$ cat config.mk
export PLATFORM = sky130hd
export DESIGN_NAME = uart_rx_status_core
export DESIGN_NICKNAME = d
export VERILOG_FILES = /design/src/rtl/uart_stat_pkg.sv /design/src/rtl/rx_char_fifo.sv /design/src/rtl/rx_irq_gen.sv /design/src/rtl/uart_rx_status_core.sv
export SDC_FILE = /design/constraint.sdc
export NUM_CORES = 1
export LEC_CHECK = 0
export BUFFER_PORTS_ARGS = -buffer_cell sky130_fd_sc_hd__buf_2
export CORE_MARGIN = 2
export CORE_UTILIZATION = 26
export DETAILED_ROUTE_END_ITERATION = 12
export SYNTH_ARGS = -nofsm -noshare
export SYNTH_HDL_FRONTEND = slang
export SYNTH_SLANG_ARGS = --single-unit
$ cat constraint.sdc
create_clock -name clk -period 5 [get_ports clk]
set_clock_uncertainty 0.1 [all_clocks]
set_input_delay 0.5 -clock clk [delete_from_list [all_inputs] [get_ports clk]]
set_output_delay 0.5 -clock clk [all_outputs]
set_load 0.02 [all_outputs]
$ cat src/rtl/uart_stat_pkg.sv
package uart_stat_pkg;
  typedef struct packed {
    logic [7:0] data;
    logic       perr;
    logic       ferr;
    logic       brk;
  } rx_ent_t;

  function automatic logic ent_has_err(input rx_ent_t e);
    return e.perr | e.ferr | e.brk;
  endfunction
endpackage

$ cat src/rtl/rx_char_fifo.sv
module rx_char_fifo
  import uart_stat_pkg::*;
#(
  parameter int DEPTH = 16,
  parameter int CW    = $clog2(DEPTH + 1)
) (
  input  logic          clk,
  input  logic          rst,
  input  logic          flush,
  input  logic [CW-1:0] cap,
  input  logic          push,
  input  rx_ent_t       push_ent,
  input  logic          pop,
  output logic [CW-1:0] count,
  output logic [CW-1:0] err_cnt,
  output rx_ent_t       head,
  output logic          drop
);
  localparam int AW = (DEPTH > 1) ? $clog2(DEPTH) : 1;

  rx_ent_t       mem [DEPTH];
  logic [AW-1:0] wr_ptr, rd_ptr, wr_nxt, rd_nxt;
  logic          pop_eff, room, wr_en, rd_en;

  assign pop_eff = pop && (count != '0);
  assign room    = (count < cap) || pop_eff;
  assign wr_en   = push && room && !flush;
  assign rd_en   = pop_eff && !flush;
  assign drop    = push && !room && !flush;
  assign head    = mem[rd_ptr];

  generate
    if ((1 << AW) == DEPTH) begin : g_pow2
      assign wr_nxt = wr_ptr + AW'(1);
      assign rd_nxt = rd_ptr + AW'(1);
    end else begin : g_wrap
      assign wr_nxt = (wr_ptr == AW'(DEPTH - 1)) ? '0 : wr_ptr + AW'(1);
      assign rd_nxt = (rd_ptr == AW'(DEPTH - 1)) ? '0 : rd_ptr + AW'(1);
    end
  endgenerate

  always_ff @(posedge clk) begin
    if (wr_en) mem[wr_ptr] <= push_ent;
  end

  logic inc_e, dec_e;
  assign inc_e = wr_en && ent_has_err(push_ent);
  assign dec_e = rd_en && ent_has_err(head);

  always_ff @(posedge clk) begin
    if (rst || flush) begin
      wr_ptr  <= '0;
      rd_ptr  <= '0;
      count   <= '0;
      err_cnt <= '0;
    end else begin
      if (wr_en) wr_ptr <= wr_nxt;
      if (rd_en) rd_ptr <= rd_nxt;
      case ({wr_en, rd_en})
        2'b10:   count <= count + CW'(1);
        2'b01:   count <= count - CW'(1);
        default: count <= count;
      endcase
      case ({inc_e, dec_e})
        2'b10:   err_cnt <= err_cnt + CW'(1);
        2'b01:   err_cnt <= err_cnt - CW'(1);
        default: err_cnt <= err_cnt;
      endcase
    end
  end

  assert_count_bound_R2: assert property (@(posedge clk) disable iff (rst)
    count <= CW'(DEPTH));
  assert_err_le_count_R10: assert property (@(posedge clk) disable iff (rst)
    err_cnt <= count);
  assert_single_cap_R3: assert property (@(posedge clk) disable iff (rst)
    count <= cap);
endmodule

$ cat src/rtl/rx_irq_gen.sv
module rx_irq_gen #(
  parameter int DEPTH   = 16,
  parameter int CW      = $clog2(DEPTH + 1),
  parameter int TRIG_L0 = 1,
  parameter int TRIG_L1 = 4,
  parameter int TRIG_L2 = 8,
  parameter int TRIG_L3 = 14
) (
  input  logic          clk,
  input  logic          rst,
  input  logic          fifo_en,
  input  logic [1:0]    trig_sel,
  input  logic          rx_ie,
  input  logic [CW-1:0] count,
  output logic          isr_trig,
  output logic          irq
);
  logic [CW-1:0] level;

  always_comb begin
    case (trig_sel)
      2'd0:    level = CW'(TRIG_L0);
      2'd1:    level = CW'(TRIG_L1);
      2'd2:    level = CW'(TRIG_L2);
      default: level = CW'(TRIG_L3);
    endcase
  end

  assign isr_trig = fifo_en ? (count >= level) : (count != '0);
  assign irq      = rx_ie && isr_trig;

  assert_fifo_irq_data_R4: assert property (@(posedge clk) disable iff (rst)
    (fifo_en && isr_trig) |-> (count != '0));
endmodule

$ cat src/rtl/uart_rx_status_core.sv
module uart_rx_status_core
  import uart_stat_pkg::*;
#(
  parameter int DEPTH   = 16,
  parameter int TRIG_L0 = 1,
  parameter int TRIG_L1 = 4,
  parameter int TRIG_L2 = 8,
  parameter int TRIG_L3 = 14
) (
  input  logic       clk,
  input  logic       rst,
  input  logic       rx_push,
  input  logic [7:0] rx_char,
  input  logic       rx_perr,
  input  logic       rx_ferr,
  input  logic       rx_brk,
  input  logic       rhr_rd,
  input  logic       lsr_rd,
  input  logic       ier_wr,
  input  logic       cfg_rx_ie,
  input  logic       fcr_wr,
  input  logic       cfg_fifo_en,
  input  logic [1:0] cfg_trig_sel,
  input  logic       tx_fifo_empty,
  input  logic       tx_shift_empty,
  output logic [7:0] rhr_data,
  output logic [7:0] lsr,
  output logic       isr_trig,
  output logic       irq
);
  localparam int CW = $clog2(DEPTH + 1);

  logic          fifo_en, rx_ie, overrun, flush, drop, nonempty;
  logic [1:0]    trig_sel;
  logic [CW-1:0] cap, ff_count, ff_err_cnt;
  rx_ent_t       in_ent, head;

  assign flush  = fcr_wr && (cfg_fifo_en != fifo_en);
  assign cap    = fifo_en ? CW'(DEPTH) : CW'(1);
  assign in_ent = '{data: rx_char, perr: rx_perr, ferr: rx_ferr, brk: rx_brk};

  always_ff @(posedge clk) begin
    if (rst) begin
      fifo_en  <= 1'b0;
      trig_sel <= 2'd0;
      rx_ie    <= 1'b0;
      overrun  <= 1'b0;
    end else begin
      if (ier_wr) rx_ie <= cfg_rx_ie;
      if (fcr_wr) begin
        fifo_en  <= cfg_fifo_en;
        trig_sel <= cfg_trig_sel;
      end
      if (drop)        overrun <= 1'b1;
      else if (lsr_rd) overrun <= 1'b0;
    end
  end

  rx_char_fifo #(.DEPTH(DEPTH), .CW(CW)) u_fifo (
    .clk(clk), .rst(rst), .flush(flush), .cap(cap),
    .push(rx_push), .push_ent(in_ent), .pop(rhr_rd),
    .count(ff_count), .err_cnt(ff_err_cnt), .head(head), .drop(drop)
  );

  rx_irq_gen #(.DEPTH(DEPTH), .CW(CW), .TRIG_L0(TRIG_L0), .TRIG_L1(TRIG_L1),
               .TRIG_L2(TRIG_L2), .TRIG_L3(TRIG_L3)) u_irq (
    .clk(clk), .rst(rst), .fifo_en(fifo_en), .trig_sel(trig_sel),
    .rx_ie(rx_ie), .count(ff_count), .isr_trig(isr_trig), .irq(irq)
  );

  assign nonempty = (ff_count != '0);
  assign rhr_data = nonempty ? head.data : 8'h00;
  assign lsr = {ff_err_cnt != '0,
                tx_fifo_empty && tx_shift_empty,
                tx_fifo_empty,
                nonempty && head.brk,
                nonempty && head.ferr,
                nonempty && head.perr,
                overrun,
                nonempty};

  assert_overrun_sets_R7: assert property (@(posedge clk) disable iff (rst)
    (rx_push && ff_count == cap && !(rhr_rd && nonempty) && !flush) |=> lsr[1]);
  assert_overrun_keeps_R7: assert property (@(posedge clk) disable iff (rst)
    (rx_push && ff_count == cap && !rhr_rd && !flush) |=> ff_count == $past(ff_count));
  assert_full_rw_no_ovr_R12: assert property (@(posedge clk) disable iff (rst)
    (rx_push && rhr_rd && nonempty && !flush && !lsr_rd && !lsr[1]) |=> !lsr[1]);
endmodule

# --- Yosys cells after proc, flatten, opt, wreduce, memory -nomap -nowiden ---
# Memories as Yosys holds them, arrays and structs flattened. A register that Yosys moved wholly into a read port is not among the register bits.
# Index checks and enable logic that the tools add are counted.
word_totals:
  input_bits: 24
  out_inout_bits: 18
  mem_bits_rw: 176
  mem_count: 1
  register_bits: 23
  elab_cells: 64
op_classes:
  bitwise: 4
  mux: 12
  n_lt_le_gt_ge: 2
  reduce_logical: 24
  n_addsub: 6
  n_eq_ne: 7
mem_list:
  columns: ["name", "depth", "word_bits", "read_ports", "rd_clocked_by_memory_dff", "write_ports", "line_no", "text"]
  rows:
  - ["u_fifo.mem", 16, 11, 1, 1, 1, "rx_char_fifo.sv:21", "rx_ent_t mem [DEPTH];"]
op_table:
  columns: ["cell", "count"]
  rows:
  - ["$pmux 5 s2", 2]
  - ["$logic_and 1x1->1", 14]
  - ["$pmux 4 s3", 1]
  - ["$add 5x1->5 const B", 2]
  - ["$reduce_bool 5->1", 2]
  - ["$sub 5x1->5 const B", 2]
  - ["$add 4x1->4 const B", 2]
  - ["$mux 4", 2]
  - ["$mux 8", 1]
  - ["$eq 2x1->1 const B", 3]
  - ["$eq 2x2->1 const B", 3]
  - ["$reduce_bool 2->1", 3]
  - ["$ge 5x4->1", 1]
  - ["$lt 5x5->1", 1]
  - ["$mux 1", 5]
  - ["$mux 5", 1]
  - ["$or 1x1->1", 4]
  - ["$logic_not 1->1", 2]
  - ["$logic_not 2->1", 1]
  - ["$logic_or 1x1->1", 2]
  - ["$ne 1x1->1", 1]

# --- Logic depth before layout (Yosys ltp) ---
logic_depth:
  word_depth: 8
  ltp_mapped: 16
  ltp_nobuf: 15

# --- Hierarchy ---
# Synthesis repeated with hierarchy kept, for this count alone.
unflattened:
  hier_cells: 485
  area_unflattened_um2: 8654.6
by_module_without_submodules:
  columns: ["module", "cells_each", "area_each_um2", "instances", "seq_area_each_um2"]
  rows:
  - ["rx_char_fifo", 421, 8145.3, 1, 5725.5]
  - ["uart_rx_status_core", 43, 360.3, 1, 100.1]
  - ["rx_irq_gen", 21, 148.9, 1, 0.0]

# --- Worst setup path after synthesis ---
# OpenSTA, ideal clock, no wires.
synth_path:
  path_kind: "flip-flop to flip-flop"
  start: "register (tool-made name)"
  end: "register u_fifo.err_cnt[4]"
  path_slack_ns: 1.396
  n_path_buf: 2
  path_stages_with_launch: 15
  setup_ns: 0.071
  period_less_slack_ns: 3.604
  arrival_ns: 3.433
  t_required_ns: 4.829
  cell_sequence: "dfxtp_1 -> clkbuf_1 -> buf_2 -> mux4_2 -> a22oi_1 -> nand3_1 -> o31a_1 -> ha_1 -> ha_1 -> nor2b_1 -> o21a_1 -> nor2_1 -> xnor2_1 -> or3_1 -> a21oi_1"
synth_rtl:
  columns: ["element", "line_no", "text"]
  rows:
  - ["end signal: assignment", "rx_char_fifo.sv:65", "2'b10: err_cnt <= err_cnt + CW'(1);"]
  - ["end signal: assignment", "rx_char_fifo.sv:66", "2'b01: err_cnt <= err_cnt - CW'(1);"]
  - ["end signal: assignment", "rx_char_fifo.sv:67", "default: err_cnt <= err_cnt;"]
  - ["end: declaration", "rx_char_fifo.sv:15", "output logic [CW-1:0] err_cnt,"]

# --- Worst setup path in the final report ---
layout_path:
  start: "register u_fifo.count[0]"
  end: "register u_fifo.err_cnt[4]"
layout_via:
  elab_chain_len: 8
  word_cells_on_any_way: 13
  classes_between: "order compare (1); eq/ne (2); mux (1); reduce/logical (9)"
layout_lines:
  columns: ["element", "line_no", "text"]
  rows:
  - ["start: declaration", "rx_char_fifo.sv:14", "output logic [CW-1:0] count,"]
  - ["start signal: assignment", "rx_char_fifo.sv:60", "2'b10: count <= count + CW'(1);"]
  - ["start signal: assignment", "rx_char_fifo.sv:61", "2'b01: count <= count - CW'(1);"]
  - ["start signal: assignment", "rx_char_fifo.sv:62", "default: count <= count;"]
  - ["parallel branches: the longest is 8 deep, another holds $lt 5x5->1", null, null]
# Several ways; the timed one is not identified.
# A chain may end at the register's enable or synchronous reset.

==> impl_results.md <==
- Status: finished, final reports clean
- Post CTS Setup Buffer Count: 0
- Initial drt markers: 363
- I/O pins: 42
- Fill cell count: 2988
- CP required: 5.30 ns
- Chip Height: 183 µm
- Final setup margin: 0.794 ns
- Critical Path Start: u_fifo.count[0]
- Clk root buf: clkbuf_16
- Final WL: 17400 µm
- Worst hold stages: 3
- Post-DP HPWL: between 10000 and 15000 µm
- Initial Utilization: 0.263
- Worst reg2reg path startpoint: u_fifo.count[0]
- Distinct cells, synth: 40
- Post-synth top area share: 0.637
- Fin. max-slew vios: 0
- Hold Path Sink: rx_ie
- Total gr overflow: 0
- Die area: 33300 µm²
- Vias in the first global route: roughly 4500
- Initial antenna violation count: 0
- HP Start: cfg_rx_ie
- WP data arrival: 4.51 ns
- P_sw: 0.00102 W
- Synth area leaders: edfxtp_1, mux4_2, dfxtp_1
- CTS Buffer Depth: 3
- TritonRoute pass-1 iters: 4
- Internal: around 0.003 W
- Worst path max stage delay: 0.63 ns
- RSZ-0062 raised after global routing: no
- Synth area leader: edfxtp_1
- Leak: 3.22 nW
- Slowest cell on crit path: or2_0
- Worst vdd ir: 0.000186 V
- P per Cell Area: 420 nW/µm²
- Layout Nets: approximately 560
- CTS Buf Count: 22
- Pre-CTS WS: 0.801 ns
- Final Hold Viols: 0
- CP Capture Type: flop
- Max FO, Critical Path: 16
- FMAX: 238 MHz
- Detail Route Antenna Nets: 0
- H-tree depth: 1
- Area Growth Syn to Fin: 17.3%
- Max-Cap Viols: 0
- Most frequent cells in the layout: edfxtp_1, mux4_2, buf_2, nor2_1, dfxtp_1
- Min-delay worst type: input pin to flop
- R2R Setup Slk: between 0.7 and 0.8 ns
- Gr usage total: 0.107
- Synth Net Count: 503
- Syn Area/Cell: between 15 and 20 µm²
- CTS sink count: just over 200
- Sw Share: 0.249
- Tcrit/Tclk final: 0.841
- Commonest non-fill, non-tap cell in the layout: edfxtp_1
- Worst skew pair latency: 0.50 ns
- Reg2Reg Depth: 14
- First-pass GRT wire length: 26700 µm
- Max-slew headroom: 0.226
- Diodes inserted: 0
- Drt wl/cell: 18.7 µm
- Worst-path clk slew: 0.06 ns
- Mapped Area: 8290 µm²
- Comb pwr share: 0.154
- Routability congestion estimate: 0.805
- Minimum clock period: 4.21 ns
- Final count of negative-setup-slack endpoints: 0
- Seq cells post-synth: between 200 and 250
- Total negative slack: 0 ns
- Pin count of the biggest net entering global routing: 29
- Synth Instances: 459
- Resized Gates After CTS: 0
- Post-synthesis sequential area ratio: 0.703
- Vias: between 4000 and 5000
- Classification of the worst setup path: flop to flop
- Syn. warnings: 0
- Critical Path Source Type: flop
- Crit-path cells: or4_4, or2_0, a22o_4, and2_4, o31ai_1, ha_1, inv_1, fa_1, nor2b_1, o21a_1, nor2_1, xnor2_1, or3_1, a21oi_1
- Post-synthesis async set-or-reset flop share: 0
- Cts hold-fix bufs: 0
- Vias per cell: 4.47
- Die Width: 183 µm
- Std cell rows: 65
- Post-synth EDFFs: 176
- Number of port buffers: a little over 40
- Ratio of cells with drive above 1 in the final layout: 0.291
- Clk network pwr share: 0.374
- CTS tree: built
- Core area: 31500 µm²
- Primary FF master, synth: edfxtp_1
- Reg-to-reg endpoint: u_fifo.err_cnt[4]
- Sequential fraction of design power: 0.473
- DRC Markers: 0
- Worst-Margin Slew: 1.16 ns
[sequential cells by signal (all words and copies together), names as in the netlist, named ones only]
| signal | cells |
|---|---|
| u_fifo.wr_ptr | 4 |
| trig_sel | 2 |
| overrun | 1 |
| fifo_en | 1 |
| u_fifo.rd_ptr | 4 |
| u_fifo.err_cnt | 5 |
| u_fifo.count | 5 |
| rx_ie | 1 |
| u_fifo.mem | 176 |
[synthesized netlist by cell type, types with 5 or more instances]
| master | instances |
|---|---|
| a21o_1 | 5 |
| a21oi_1 | 14 |
| and2_1 | 14 |
| buf_2 | 6 |
| clkbuf_1 | 12 |
| dfxtp_1 | 27 |
| edfxtp_1 | 176 |
| ha_1 | 18 |
| inv_1 | 12 |
| mux2i_1 | 5 |
| mux4_2 | 53 |
| nand2_1 | 13 |
| nand2b_1 | 5 |
| nand3_1 | 6 |
| nor2_1 | 41 |
| nor3_1 | 5 |
| xor2_1 | 9 |
[cell type report]
type,instances,area [µm²],share of cell area
multi-input cells,219,2330,0.240
clock buffers,30,611,0.0628
well taps,402,503,0.0517
repair buffers,57,325,0.0335
inverters,12,45.0,0.00463
flip-flops and latches,203,5830,0.600
clock inverters,9,78.8,0.00811
[layer usage]
metal	global-route usage	part of all wire	vias up
met5	0	0	-
met4	0.0232	0.017	0
met3	0.0192	0.059	24
met2	0.183	0.50	112
met1	0.141	0.43	2132
li1	-	-	1901
[power by group through the flow]
stage	combinational (W)	clock (W)	sequential [W]
floorplan	0.000474	0	0.00195
global placement	0.000626	0	0.00196
detailed placement	0.000642	0	0.00197
CTS	0.000644	0.00157	0.00193
global route	0.000700	0.00164	0.00194
finish	0.000629	0.00153	0.00193
[logic make-up after synthesis]
group                    share of synthesized area
buffers and inverters                       0.0199
AND/OR/NAND/NOR                             0.0569
XOR/XNOR                                    0.0137
flip-flops                                   0.703
adder cells (fa/ha/maj)                     0.0320
multiplexers                                 0.151
AO/OA/AOI/OAI                               0.0234
[metrics by stage]
stage	instances	hold WS, ns	total power (W)	instance area, µm²	util
CTS	932	0.127	0.00414	9720	0.309
global placement	893	0.370	0.00259	9030	0.287
global route	932	0.154	0.00428	9720	0.309
finish	932	0.140	0.00409	9720	0.309
floorplan	459	0.344	0.00242	8290	-
detailed placement	893	0.381	0.00261	9030	0.287
[critical path, delay by kind of cell, from the launching register on]
family / cells / cell delay, ns
buffers and inverters: 1 / 0.10
XOR/XNOR: 1 / 0.14
AND/OR/NAND/NOR: 6 / 1.91
flip-flops: 1 / 0.37
AO/OA/AOI/OAI: 4 / 0.83
adder cells (fa/ha/maj): 2 / 0.66
[worst max-delay path by stage]
stage / endpoint / slack (ns)
5_1_grt: u_fifo.err_cnt[4] / 0.57
2_1_floorplan: u_fifo.err_cnt[4] / 1.40
6_report: u_fifo.err_cnt[4] / 0.79
3_5_place_dp: u_fifo.err_cnt[4] / 0.80
3_3_place_gp: u_fifo.err_cnt[4] / 1.03
4_1_cts: u_fifo.err_cnt[4] / 0.78
Note: power is estimated with default switching activity, not from simulation.
